## src/rtl/ps2r_pkg.sv

```systemverilog
package ps2r_pkg;

  // word indices of the register map (byte offset >> 2)
  localparam int unsigned W_CTRL = 0;
  localparam int unsigned W_STAT = 1;
  localparam int unsigned W_DATA = 2;
  localparam int unsigned W_DIV  = 3;
  localparam int unsigned W_ISR  = 4;

  // status bit positions
  localparam int unsigned ST_TXEMPTY = 6;
  localparam int unsigned ST_RXFULL  = 4;
  localparam int unsigned ST_PARITY  = 2;

  // control bit positions feeding the interrupt
  localparam int unsigned CT_RXIE = 4;
  localparam int unsigned CT_TXIE = 3;

  function automatic logic [7:0] id_byte(input logic [2:0] idx);
    logic [7:0] b;
    case (idx)
      3'd0:    b = 8'h50;
      3'd1:    b = 8'h10;
      3'd2:    b = 8'h04;
      3'd3:    b = 8'h00;
      3'd4:    b = 8'h0D;
      3'd5:    b = 8'hF0;
      3'd6:    b = 8'h05;
      default: b = 8'hB1;
    endcase
    return b;
  endfunction

endpackage

```

## src/rtl/ps2r_rx_hold.sv

```systemverilog
module ps2r_rx_hold #(
  parameter int unsigned BYTE_W = 8
) (
  input  logic              clk,
  input  logic              rst_n,
  input  logic              rx_valid,
  input  logic [BYTE_W-1:0] rx_byte,
  input  logic              consume,
  output logic              pending,
  output logic [BYTE_W-1:0] rx_buf,
  output logic [BYTE_W-1:0] last_byte
);

  logic              pend_q, pend_d;
  logic [BYTE_W-1:0] buf_q, buf_d;
  logic [BYTE_W-1:0] last_q, last_d;
  logic              take;

  always_comb begin
    take   = consume & pend_q;
    // an arriving byte wins over the clear caused by a read
    pend_d = rx_valid | (pend_q & ~consume);
    buf_d  = rx_valid ? rx_byte : buf_q;
    last_d = take ? buf_q : last_q;
  end

  always_ff @(posedge clk or negedge rst_n) begin
    if (!rst_n) begin
      pend_q <= 1'b0;
      buf_q  <= '0;
      last_q <= '0;
    end else begin
      pend_q <= pend_d;
      if (rx_valid) buf_q  <= buf_d;
      if (take)     last_q <= last_d;
    end
  end

  assign pending   = pend_q;
  assign rx_buf    = buf_q;
  assign last_byte = last_q;

  AST_PEND_ON_ARRIVAL: assert property (@(posedge clk) disable iff (!rst_n)
    rx_valid |=> pending);

  AST_PEND_CLEARED: assert property (@(posedge clk) disable iff (!rst_n)
    (consume && !rx_valid) |=> !pending);

  AST_HELD_STABLE: assert property (@(posedge clk) disable iff (!rst_n)
    !(consume && pending) |=> $stable(last_byte));

  AST_HELD_FROM_BUF: assert property (@(posedge clk) disable iff (!rst_n)
    (consume && pending) |=> last_byte == $past(rx_buf));

endmodule

```

## src/rtl/ps2r_read_mux.sv

```systemverilog
module ps2r_read_mux
  import ps2r_pkg::*;
#(
  parameter int unsigned WORD_W = 10,
  parameter int unsigned BUS_W  = 32,
  parameter int unsigned BYTE_W = 8
) (
  input  logic [WORD_W-1:0] word,
  input  logic              pending,
  input  logic [BYTE_W-1:0] rx_buf,
  input  logic [BYTE_W-1:0] last_byte,
  input  logic [BYTE_W-1:0] ctrl,
  input  logic [BYTE_W-1:0] div,
  output logic [BUS_W-1:0]  rdata
);

  logic is_id;
  logic parity;

  always_comb begin
    is_id  = &word[WORD_W-1:3];
    parity = ^last_byte;
    rdata  = '0;
    if (is_id) begin
      rdata[7:0] = id_byte(word[2:0]);
    end else begin
      case (word)
        WORD_W'(W_CTRL): rdata[BYTE_W-1:0] = ctrl;
        WORD_W'(W_STAT): begin
          rdata[ST_TXEMPTY] = 1'b1;
          rdata[ST_RXFULL]  = pending;
          rdata[ST_PARITY]  = parity;
        end
        WORD_W'(W_DATA): rdata[BYTE_W-1:0] = pending ? rx_buf : last_byte;
        WORD_W'(W_DIV):  rdata[BYTE_W-1:0] = div;
        WORD_W'(W_ISR):  rdata[1:0] = {1'b1, pending};
        default:         rdata = '0;
      endcase
    end
  end

endmodule

```

## src/rtl/ps2r_tx_port.sv

```systemverilog
module ps2r_tx_port #(
  parameter int unsigned BYTE_W = 8
) (
  input  logic              clk,
  input  logic              rst_n,
  input  logic              send,
  input  logic [BYTE_W-1:0] byte_in,
  output logic              tx_stb,
  output logic [BYTE_W-1:0] tx_byte
);

  logic              stb_q, stb_d;
  logic [BYTE_W-1:0] byte_q, byte_d;

  always_comb begin
    stb_d  = send;
    byte_d = byte_in;
  end

  always_ff @(posedge clk or negedge rst_n) begin
    if (!rst_n) begin
      stb_q  <= 1'b0;
      byte_q <= '0;
    end else begin
      stb_q <= stb_d;
      if (send) byte_q <= byte_d;
    end
  end

  assign tx_stb  = stb_q;
  assign tx_byte = byte_q;

  AST_TX_FROM_SEND: assert property (@(posedge clk) disable iff (!rst_n)
    tx_stb |-> $past(send));

  AST_TX_BYTE_MATCH: assert property (@(posedge clk) disable iff (!rst_n)
    send |=> (tx_byte == $past(byte_in)));

endmodule

```

## src/rtl/ps2_host_regs.sv

```systemverilog
module ps2_host_regs
  import ps2r_pkg::*;
#(
  parameter int unsigned ADDR_W = 12,
  parameter int unsigned BUS_W  = 32,
  parameter int unsigned BYTE_W = 8
) (
  input  logic              clk,
  input  logic              rst_n,
  input  logic [ADDR_W-1:0] bus_addr,
  input  logic              bus_wr,
  input  logic [BUS_W-1:0]  bus_wdata,
  input  logic              bus_rd,
  output logic [BUS_W-1:0]  bus_rdata,
  input  logic              rx_valid,
  input  logic [BYTE_W-1:0] rx_byte,
  output logic              tx_stb,
  output logic [BYTE_W-1:0] tx_byte,
  output logic              irq
);

  localparam int unsigned WORD_W = ADDR_W - 2;

  logic [WORD_W-1:0] word;
  logic              is_id;
  logic              wr_ctrl, wr_div, wr_data, rd_data;
  logic [BYTE_W-1:0] ctrl_q, ctrl_d;
  logic [BYTE_W-1:0] div_q, div_d;
  logic [BUS_W-1:0]  rdata_q, rdata_d;
  logic              pending;
  logic [BYTE_W-1:0] rx_buf, last_byte;
  logic              irq_q, irq_d;

  // address decode
  always_comb begin
    word    = bus_addr[ADDR_W-1:2];
    is_id   = &word[WORD_W-1:3];
    wr_ctrl = bus_wr & ~is_id & (word == WORD_W'(W_CTRL));
    wr_div  = bus_wr & ~is_id & (word == WORD_W'(W_DIV));
    wr_data = bus_wr & ~is_id & (word == WORD_W'(W_DATA));
    rd_data = bus_rd & ~is_id & (word == WORD_W'(W_DATA));
  end

  // next state of software registers and interrupt
  always_comb begin
    ctrl_d = wr_ctrl ? bus_wdata[BYTE_W-1:0] : ctrl_q;
    div_d  = wr_div  ? bus_wdata[BYTE_W-1:0] : div_q;
    irq_d  = (pending & ctrl_q[CT_RXIE]) | ctrl_q[CT_TXIE];
  end

  always_ff @(posedge clk or negedge rst_n) begin
    if (!rst_n) begin
      ctrl_q  <= '0;
      div_q   <= '0;
      rdata_q <= '0;
    end else begin
      if (wr_ctrl) ctrl_q  <= ctrl_d;
      if (wr_div)  div_q   <= div_d;
      if (bus_rd)  rdata_q <= rdata_d;
    end
  end

  always_comb irq_q = irq_d;

  ps2r_rx_hold #(.BYTE_W(BYTE_W)) u_hold (
    .clk       (clk),
    .rst_n     (rst_n),
    .rx_valid  (rx_valid),
    .rx_byte   (rx_byte),
    .consume   (rd_data),
    .pending   (pending),
    .rx_buf    (rx_buf),
    .last_byte (last_byte)
  );

  ps2r_read_mux #(.WORD_W(WORD_W), .BUS_W(BUS_W), .BYTE_W(BYTE_W)) u_rmux (
    .word      (word),
    .pending   (pending),
    .rx_buf    (rx_buf),
    .last_byte (last_byte),
    .ctrl      (ctrl_q),
    .div       (div_q),
    .rdata     (rdata_d)
  );

  ps2r_tx_port #(.BYTE_W(BYTE_W)) u_tx (
    .clk     (clk),
    .rst_n   (rst_n),
    .send    (wr_data),
    .byte_in (bus_wdata[BYTE_W-1:0]),
    .tx_stb  (tx_stb),
    .tx_byte (tx_byte)
  );

  assign bus_rdata = rdata_q;
  assign irq       = irq_q;

  AST_RDATA_HOLDS: assert property (@(posedge clk) disable iff (!rst_n)
    !$past(bus_rd) |-> $stable(bus_rdata));

  AST_TXIE_RAISES: assert property (@(posedge clk) disable iff (!rst_n)
    (wr_ctrl && bus_wdata[CT_TXIE]) |=> irq);

  AST_IRQ_QUIET: assert property (@(posedge clk) disable iff (!rst_n)
    (wr_ctrl && !bus_wdata[CT_TXIE] && !bus_wdata[CT_RXIE]) |=> !irq);

  AST_DIV_KEEPS: assert property (@(posedge clk) disable iff (!rst_n)
    !wr_div |=> $stable(div_q));

endmodule

```

## config.mk

```make
export PLATFORM = sky130hd
export DESIGN_NAME = ps2_host_regs
export DESIGN_NICKNAME = d
export VERILOG_FILES = /design/src/rtl/ps2r_pkg.sv /design/src/rtl/ps2r_rx_hold.sv /design/src/rtl/ps2r_read_mux.sv /design/src/rtl/ps2r_tx_port.sv /design/src/rtl/ps2_host_regs.sv
export SDC_FILE = /design/constraint.sdc
export NUM_CORES = 1
export LEC_CHECK = 0
export ABC_AREA = 0
export BUFFER_PORTS_ARGS = -buffer_cell sky130_fd_sc_hd__buf_2
export CORE_MARGIN = 1.5
export CORE_UTILIZATION = 49
export CTS_CLUSTER_SIZE = 28
export DETAILED_ROUTE_END_ITERATION = 8
export GPL_ROUTABILITY_DRIVEN = 0
export PLACE_DENSITY_LB_ADDON = 0.15
export SYNTH_ARGS = -nofsm -noshare
export SYNTH_HDL_FRONTEND = slang
export SYNTH_SLANG_ARGS = --single-unit
```

## constraint.sdc

```tcl
create_clock -name clk -period 2.05 [get_ports clk]
set_input_delay 0.1025 -clock clk [delete_from_list [all_inputs] [get_ports clk]]
set_output_delay 0.1025 -clock clk [all_outputs]
set_load 0.02 [all_outputs]
```

==> summary.txt, run 1 <==
Run status
  • Status: finished, final reports clean

Floorplanning
  • FP Rows: 26
  • Initial Util: 51.80%
  • Die area: 0.005957 mm2
  • Die Y-Extent: 77.18 um
  • Die width: 77.18 um
  • Core Box Area: 0.005205 mm2
  • I/O pin count: 99

Finish
  • Antenna diodes: 0
  • Share of layout cells above drive strength 1: 40.14%
  • Area growth from synthesis to layout: 14.62%
  • Post-route cell area: 0.003090 mm2
  • Non-filler cells, final: 364
  • Fin nets: 350

Setup path
  • R2R Path Start: u_hold.pending
  • Crit. End Element: flop
  • R2R setup slack: 0.38 ns
  • Req. time, crit path: 2.23 ns
  • CP Class: reg2reg
  • R2R depth: 5
  • R2r endpoint: bus_rdata[2]
  • Startpoint class of the critical path: flop
  • Worst Path Arrival: 1.85 ns
  • CP Max Fanout: 9

Timing
  • Max-slew violations: 0
  • Max Fclk: 598.7 MHz
  • Hold Violations, Final: 0
  • Fin crit share: 81.47%
  • Relative slew slack: 58.33%
  • Fin crit period: 1.670 ns
  • Clk_skew: 0.01030 ns
  • Setup_tns: 0 ns
  • RSZ-0062 raised after global routing: false
  • Slew of the pin with the lowest slew margin: 0.6250 ns
  • Finish-stage setup viols: 0

Clocking
  • Worst skew pair latency: 0.30 ns
  • CTS resizes: 0
  • Root Buffer: clkbuf_8
  • Worst-path clk slew: 0.09 ns
  • H-tree Lvls: 2
  • CTS tree: done
  • CTS Sinks: 50
  • CTS buffer count: 5
  • Max clock buf depth: 2

Synthesis
  • Seq cells post-synth: 50
  • Post-synth ARST share: 100.0%
  • Most frequent cells after synthesis: dfrtp_1 (50), mux2_2 (43), buf_4 (25)
  • Post-Syn Area: 0.002696 mm2
  • Post-synthesis cell type count: 49
  • Area leader, netlist: dfrtp_1
  • Area contributors post-synth: dfrtp_1 (46%), mux2_2 (18%), buf_4 (7.0%)
  • Synthesized area per cell: 11.28 um2
  • Area share of the largest cell type after synthesis: 46.40%
  • Ys flop type: dfrtp_1
  • Ys Warns: 0
  • Post-synth EDFFs: 0
  • Gate count of the mapped netlist: 239
  • Seq/Total Area, Yosys: 46.40%
  • Most frequent cell after synthesis: dfrtp_1

Hold path
  • Hold path cells: 2
  • Hold WC Path Type: in2reg
  • Hold Path End: u_hold.rx_buf[1]
  • Hold wc startpoint: rx_byte[1]

Power
  • Switching share of power: 26.44%
  • PwrDens: 608.8 mW/mm2
  • Worst vdd ir: 0.0003932 V
  • Int Pwr: 1.384 mW
  • Clock Power Share: 31.2%
  • Sw Pwr: 497.3 uW
  • P_leak: 1.533 nW
  • Part of the power in registers: 55.1%
  • Comb power frac: 13.6%

GRT
  • First-pass GRT wire length: 9170 um
  • Total gr overflow: 0
  • Pin count of the biggest net entering global routing: 27
  • Initial antenna violation count: 0
  • Vias in the first global route: 1863
  • Total GRT Usage: 19.80%

Place
  • Placed cell area: 0.002989 mm2
  • Dpl hpwl: 4054 um
  • IO buf count: 48
  • Placed Cells: 355

Detailed routing
  • DRT iter0 DRCs: 117
  • Wire length per cell: 15.21 um
  • Vias/cell: 5.330
  • Routed wire length: 5537 um
  • # DRC: 0
  • Post-DRT Antenna Nets: 0
  • Drt pass-1 iters: 4
  • Overall via count from detail_route: 1940

Job
  • Max-cap violations: 0
-- power by group through the flow --
stage	combinational [mW]	sequential [mW]	clock, mW
global route	0.283	1.04	0.637
floorplan	0.183	1.06	0
detailed placement	0.256	1.06	0
CTS	0.258	1.04	0.603
global placement	0.252	1.06	0
finish	0.257	1.04	0.587
-- timing repair --
| action | 4_1_cts | 5_1_grt |
|---|---|---|
| hold buffers | 1 | 0 |
| endpoints found under the hold margin | 25 | 0 |
| buffers inserted | 0 | 0 |
-- layout make-up --
class,count,area (um2)
inverter,2,7.507
sequential,50,1251
clock buffer,7,86.33
tap,70,87.58
multi-input combinational,172,1280
timing repair buffer,62,372.9
clock inverter,1,5.005
fill,458,2115
-- cells by family (layout without fill, tap and decap cells) --
| kind of cell | Yosys count | count (layout) | synth area share, % |
|---|---|---|---|
| multiplexers | 49 | 49 | 20.19 |
| other | 1 | 24 | 0.1391 |
| AND/OR/NAND/NOR | 57 | 57 | 12.34 |
| buffers and inverters | 40 | 72 | 9.327 |
| flip-flops | 50 | 50 | 46.40 |
| XOR/XNOR | 8 | 8 | 2.599 |
| AO/OA/AOI/OAI | 34 | 34 | 9.003 |
-- routing by layer --
layer  part of all wire (%)  track usage (%)
met5                      0                0
met4                    1.3            7.091
met3                    6.7            3.571
met2                     47            30.96
met1                     45            27.51
-- stage by stage --
| stage | setup WS [ns] | hold WS, ns | utilization [%] | total power, mW |
|---|---|---|---|---|
| 6_report | 0.3798 | 0.02803 | 59.38 | 1.881 |
| 3_5_place_dp | 0.1457 | 0.1521 | 57.43 | 1.314 |
| 5_1_grt | 0.2824 | 0.02720 | 59.38 | 1.963 |
| 2_1_floorplan | 0.2917 | -0.1931 | - | 1.245 |
| 4_1_cts | 0.3798 | 0.02444 | 59.38 | 1.899 |
| 3_3_place_gp | 0.1616 | 0.1504 | 57.43 | 1.309 |
-- critical path, stage by stage, from the launching register on --
cell and delay [ns]:
dfrtp_1 0.61, buf_4 0.23, mux2_2 0.34, mux2i_1 0.13, o211a_1 0.17, o22ai_1 0.07
-- worst max path at each step --
stage,start,end,slack [ns]
after global placement,bus_addr[10],u_tx.tx_byte[5],0.16
after CTS,u_hold.pending,bus_rdata[2],0.38
after global routing,u_hold.pending,bus_rdata[2],0.28
final,u_hold.pending,bus_rdata[2],0.38
after floorplan,bus_addr[10],u_tx.tx_byte[0],0.29
after detailed placement,bus_addr[10],u_tx.tx_byte[1],0.15
-- placed cells by master, fill, tap and decap left out, types with 3 or more instances in the layout --
master    instances
buf_4            11
nand2_1           7
a31oi_1           3
dfrtp_1          50
o21ai_0           5
conb_1           24
mux2i_1           6
nor3_1            4
nor2b_1           3
mux2_2           43
clkbuf_8          6
xnor2_1           7
nand4_1           5
buf_2            48
a21oi_1           4
nand3_1           7
o211ai_1          4
nor2_1           12
and3_1            3
-- flip-flops by register name, indices dropped and copies added (netlist names) --
register,count
bus_rdata,8
u_hold.rx_buf,8
ctrl_q,8
u_tx.tx_stb,1
u_hold.pending,1
div_q,8
u_hold.last_byte,8
u_tx.tx_byte,8
(Power assumes the default switching activity.)
==> run 2, diff against run 1 <==
==> constraint.sdc (replaced) <==
create_clock -name clk -period 1.6 [get_ports clk]
set_input_delay 0.08 -clock clk [delete_from_list [all_inputs] [get_ports clk]]
set_output_delay 0.08 -clock clk [all_outputs]
set_load 0.02 [all_outputs]
==> run 2 against run 1 <==
Against the previous run:
- critical path depth up 1
- total power increased by 48%
- die area is the same
- sequential power rose by 28%
- design area rose by 9.7%
- clock power grew 84%
- sequential share of layout area decreased by 3.5 points
- count of clock-buffer cells in the layout decreased by 1
- worst hold slack lost 0.023 ns
- largest power group unchanged
==> summary.txt, run 2 (synthesis gave the netlist of run 1 again) <==
Run status
  • Status: finished, final reports clean

Setup path
  • Worst Path Arrival: 1.70 ns (-0.15 ns)
  • Critical path's top delay family: simple AND/OR/NAND/NOR gates
  • CP Max Fanout: 5 (-4)
  • CP bufs+invs: 2 (+1)
  • Crit-path cells: buf_2 > or4_4 > buf_4 > nor4b_1 > o221ai_1 > o22ai_1
  • CP Class: in2reg
  • Critical path's slowest cell: or4_4
  • Crit. End Element: flop
  • Req. time, crit path: 1.82 ns (-0.41 ns)
  • Crit-path max cell delay: 0.59 ns (-0.02 ns)
  • Startpoint class of the critical path: primary input

Timing
  • Hold Violations, Final: 0 (unchanged)
  • Max-slew violations: 0 (unchanged)
  • Max Fclk: 678.5 MHz
  • Finish-stage setup viols: 0 (unchanged)
  • Setup_tns: 0 ns (unchanged)
  • Fin crit period: 1.474 ns
  • Relative slew slack: 57.61% (-0.72 points)
  • Slew of the pin with the lowest slew margin: 0.6358 ns (+0.01082 ns)
  • Clk_skew: 0.008931 ns (-0.001370 ns)
  • Fin crit share: 92.12%
  • RSZ-0062 raised after global routing: false

Clocking
  • Worst skew pair latency: 0.30 ns (about the same)
  • H-tree Lvls: 2 (unchanged)
  • Setup bufs post-CTS: 0 (unchanged)
  • Worst-path clk slew: 0.09 ns (about the same)
  • CTS tree: done
  • Max clock buf depth: 2 (unchanged)
  • CTS Sinks: 50 (unchanged)
  • CTS buffer count: 5 (unchanged)
  • Root Buffer: clkbuf_8

GRT
  • Initial antenna violation count: 0 (unchanged)
  • Layer carrying the most global-route usage: met2
  • Met3 GRT Util: 3.571% (unchanged)
  • Pin count of the biggest net entering global routing: 51 (+89%)
  • Total GRT Usage: 21.36% (+1.6 points)
  • Met2 Use GR: 33.95% (+3.0 points)
  • Vias in the first global route: 2031 (+9.0%)
  • Total gr overflow: 0 (unchanged)
  • GR Util met1: 28.96% (+1.4 points)
  • First-pass GRT wire length: 9867 um (+7.6%)

Detailed routing
  • # DRC: 0 (unchanged)
  • Vias/cell: 5.304 (-0.48%)
  • Routed wire length: 5940 um (+7.3%)
  • Wire length per cell: 15.19 um (-0.13%)
  • Overall via count from detail_route: 2074 (+6.9%)
  • Drt pass-1 iters: 4 (unchanged)
  • Post-DRT Antenna Nets: 0 (unchanged)
  • DRT iter0 DRCs: 62 (-47%)

Floorplanning
  • Initial Util: 51.80% (unchanged)
  • FP Rows: 26 (unchanged)
  • Die width: 77.18 um (unchanged)
  • Core Box Area: 0.005205 mm2 (unchanged)
  • I/O pin count: 99 (unchanged)
  • Die area: 0.005957 mm2 (unchanged)
  • Die Y-Extent: 77.18 um (unchanged)

Hold path
  • Hold WC Path Type: in2reg

Power
  • Int Pwr: 2.122 mW (+53%)
  • Part of the power in registers: 47.9% (-7.2 points)
  • Switching share of power: 23.65% (-2.8 points)
  • P_leak: 1.706 nW (+11%)
  • Clock Power Share: 38.8% (+7.6 points)
  • Worst vdd ir: 0.0005869 V (+49%)
  • Comb power frac: 13.3% (-0.3 points)
  • Total Power: 2.780 mW (+48%)
  • Sw Pwr: 657.3 uW (+32%)
  • PwrDens: 819.8 mW/mm2 (+35%)

Finish
  • Antenna diodes: 0 (unchanged)
  • Commonest non-fill, non-tap cell in the layout: dfrtp_1
  • Fin nets: 377 (+7.7%)
  • Commonest cells after routing, fill and taps aside: dfrtp_1 (49), buf_2 (48), buf_4 (37)
  • Area growth from synthesis to layout: 25.75%
  • Share of layout cells above drive strength 1: 45.48% (+5.3 points)

Place
  • IO buf count: 48 (unchanged)
  • Dpl hpwl: 4348 um (+7.3%)

Job
  • Max-cap violations: 0 (unchanged)
-- run 2: power by group through the flow --
stage,sequential (mW),combinational [mW],clock (mW)
2_1_floorplan,1.36,0.239,0
5_1_grt,1.34,0.405,1.17
4_1_cts,1.33,0.369,1.10
3_5_place_dp,1.36,0.366,0
6_report,1.33,0.370,1.08
3_3_place_gp,1.35,0.361,0
-- run 2: repair_timing --
action / in CTS / in global routing
resized for setup: 0 / 1
endpoints found under the hold margin: 50 / 1
hold buffers: 1 / 1
endpoints found under the setup margin: 0 / 1
-- run 2: final timing paths --
check | start | endpoint | slack [ns] | cells after the start
worst min-delay path | rx_byte[3] | u_hold.rx_buf[3] | 0.005 | 2
worst max register to register | u_hold.pending | bus_rdata[7] | 0.17 | 5
worst min register to register | bus_rdata[0] | bus_rdata[0] | 0.50 | 2
max in group asynchronous | rst_n | u_hold.pending | 0.70 | 3
worst max-delay path | bus_addr[10] | bus_rdata[2] | 0.13 | 6
min in group asynchronous | rst_n | u_tx.tx_byte[5] | 0.42 | 3
-- run 2: final cells by class --
| type | instances | area, um2 |
|---|---|---|
| clock buffers | 6 | 82.58 |
| multi-input cells | 172 | 1323 |
| well taps | 70 | 87.58 |
| repair buffers | 89 | 578.1 |
| inverters | 2 | 7.507 |
| clock inverters | 2 | 60.06 |
| fillers | 460 | 1814 |
| flip-flops and latches | 50 | 1252 |
-- run 2: per-layer routing --
layer,vias to the layer above,wire length [um],share of wire [%]
met5,-,0,0
met4,0,99,1.7
met3,10,297,5.0
met2,75,2812,47
met1,1009,2731,46
li1,980,-,-
-- run 2: worst register-to-register path: stages (launching register included) --
cell,delay (ns)
dfrtp_2,0.44
buf_4,0.17
mux2i_1,0.25
a211oi_1,0.10
a31oi_1,0.21
o211ai_1,0.16
-- run 2: stage by stage --
stage | instances | setup slack, ns | utilization, % | cell area (um2) | hold WS, ns
final | 391 | 0.1261 | 65.14 | 3391 | 0.005444
after global routing | 391 | 0.06067 | 65.14 | 3391 | 0.0002034
after CTS | 390 | 0.08252 | 64.93 | 3379 | 0.00003733
after detailed placement | 381 | -0.1698 | 62.00 | 3227 | 0.2307
after global placement | 381 | -0.1485 | 62.00 | 3227 | 0.2271
after floorplan | 262 | -0.07457 | - | 2829 | -0.2156
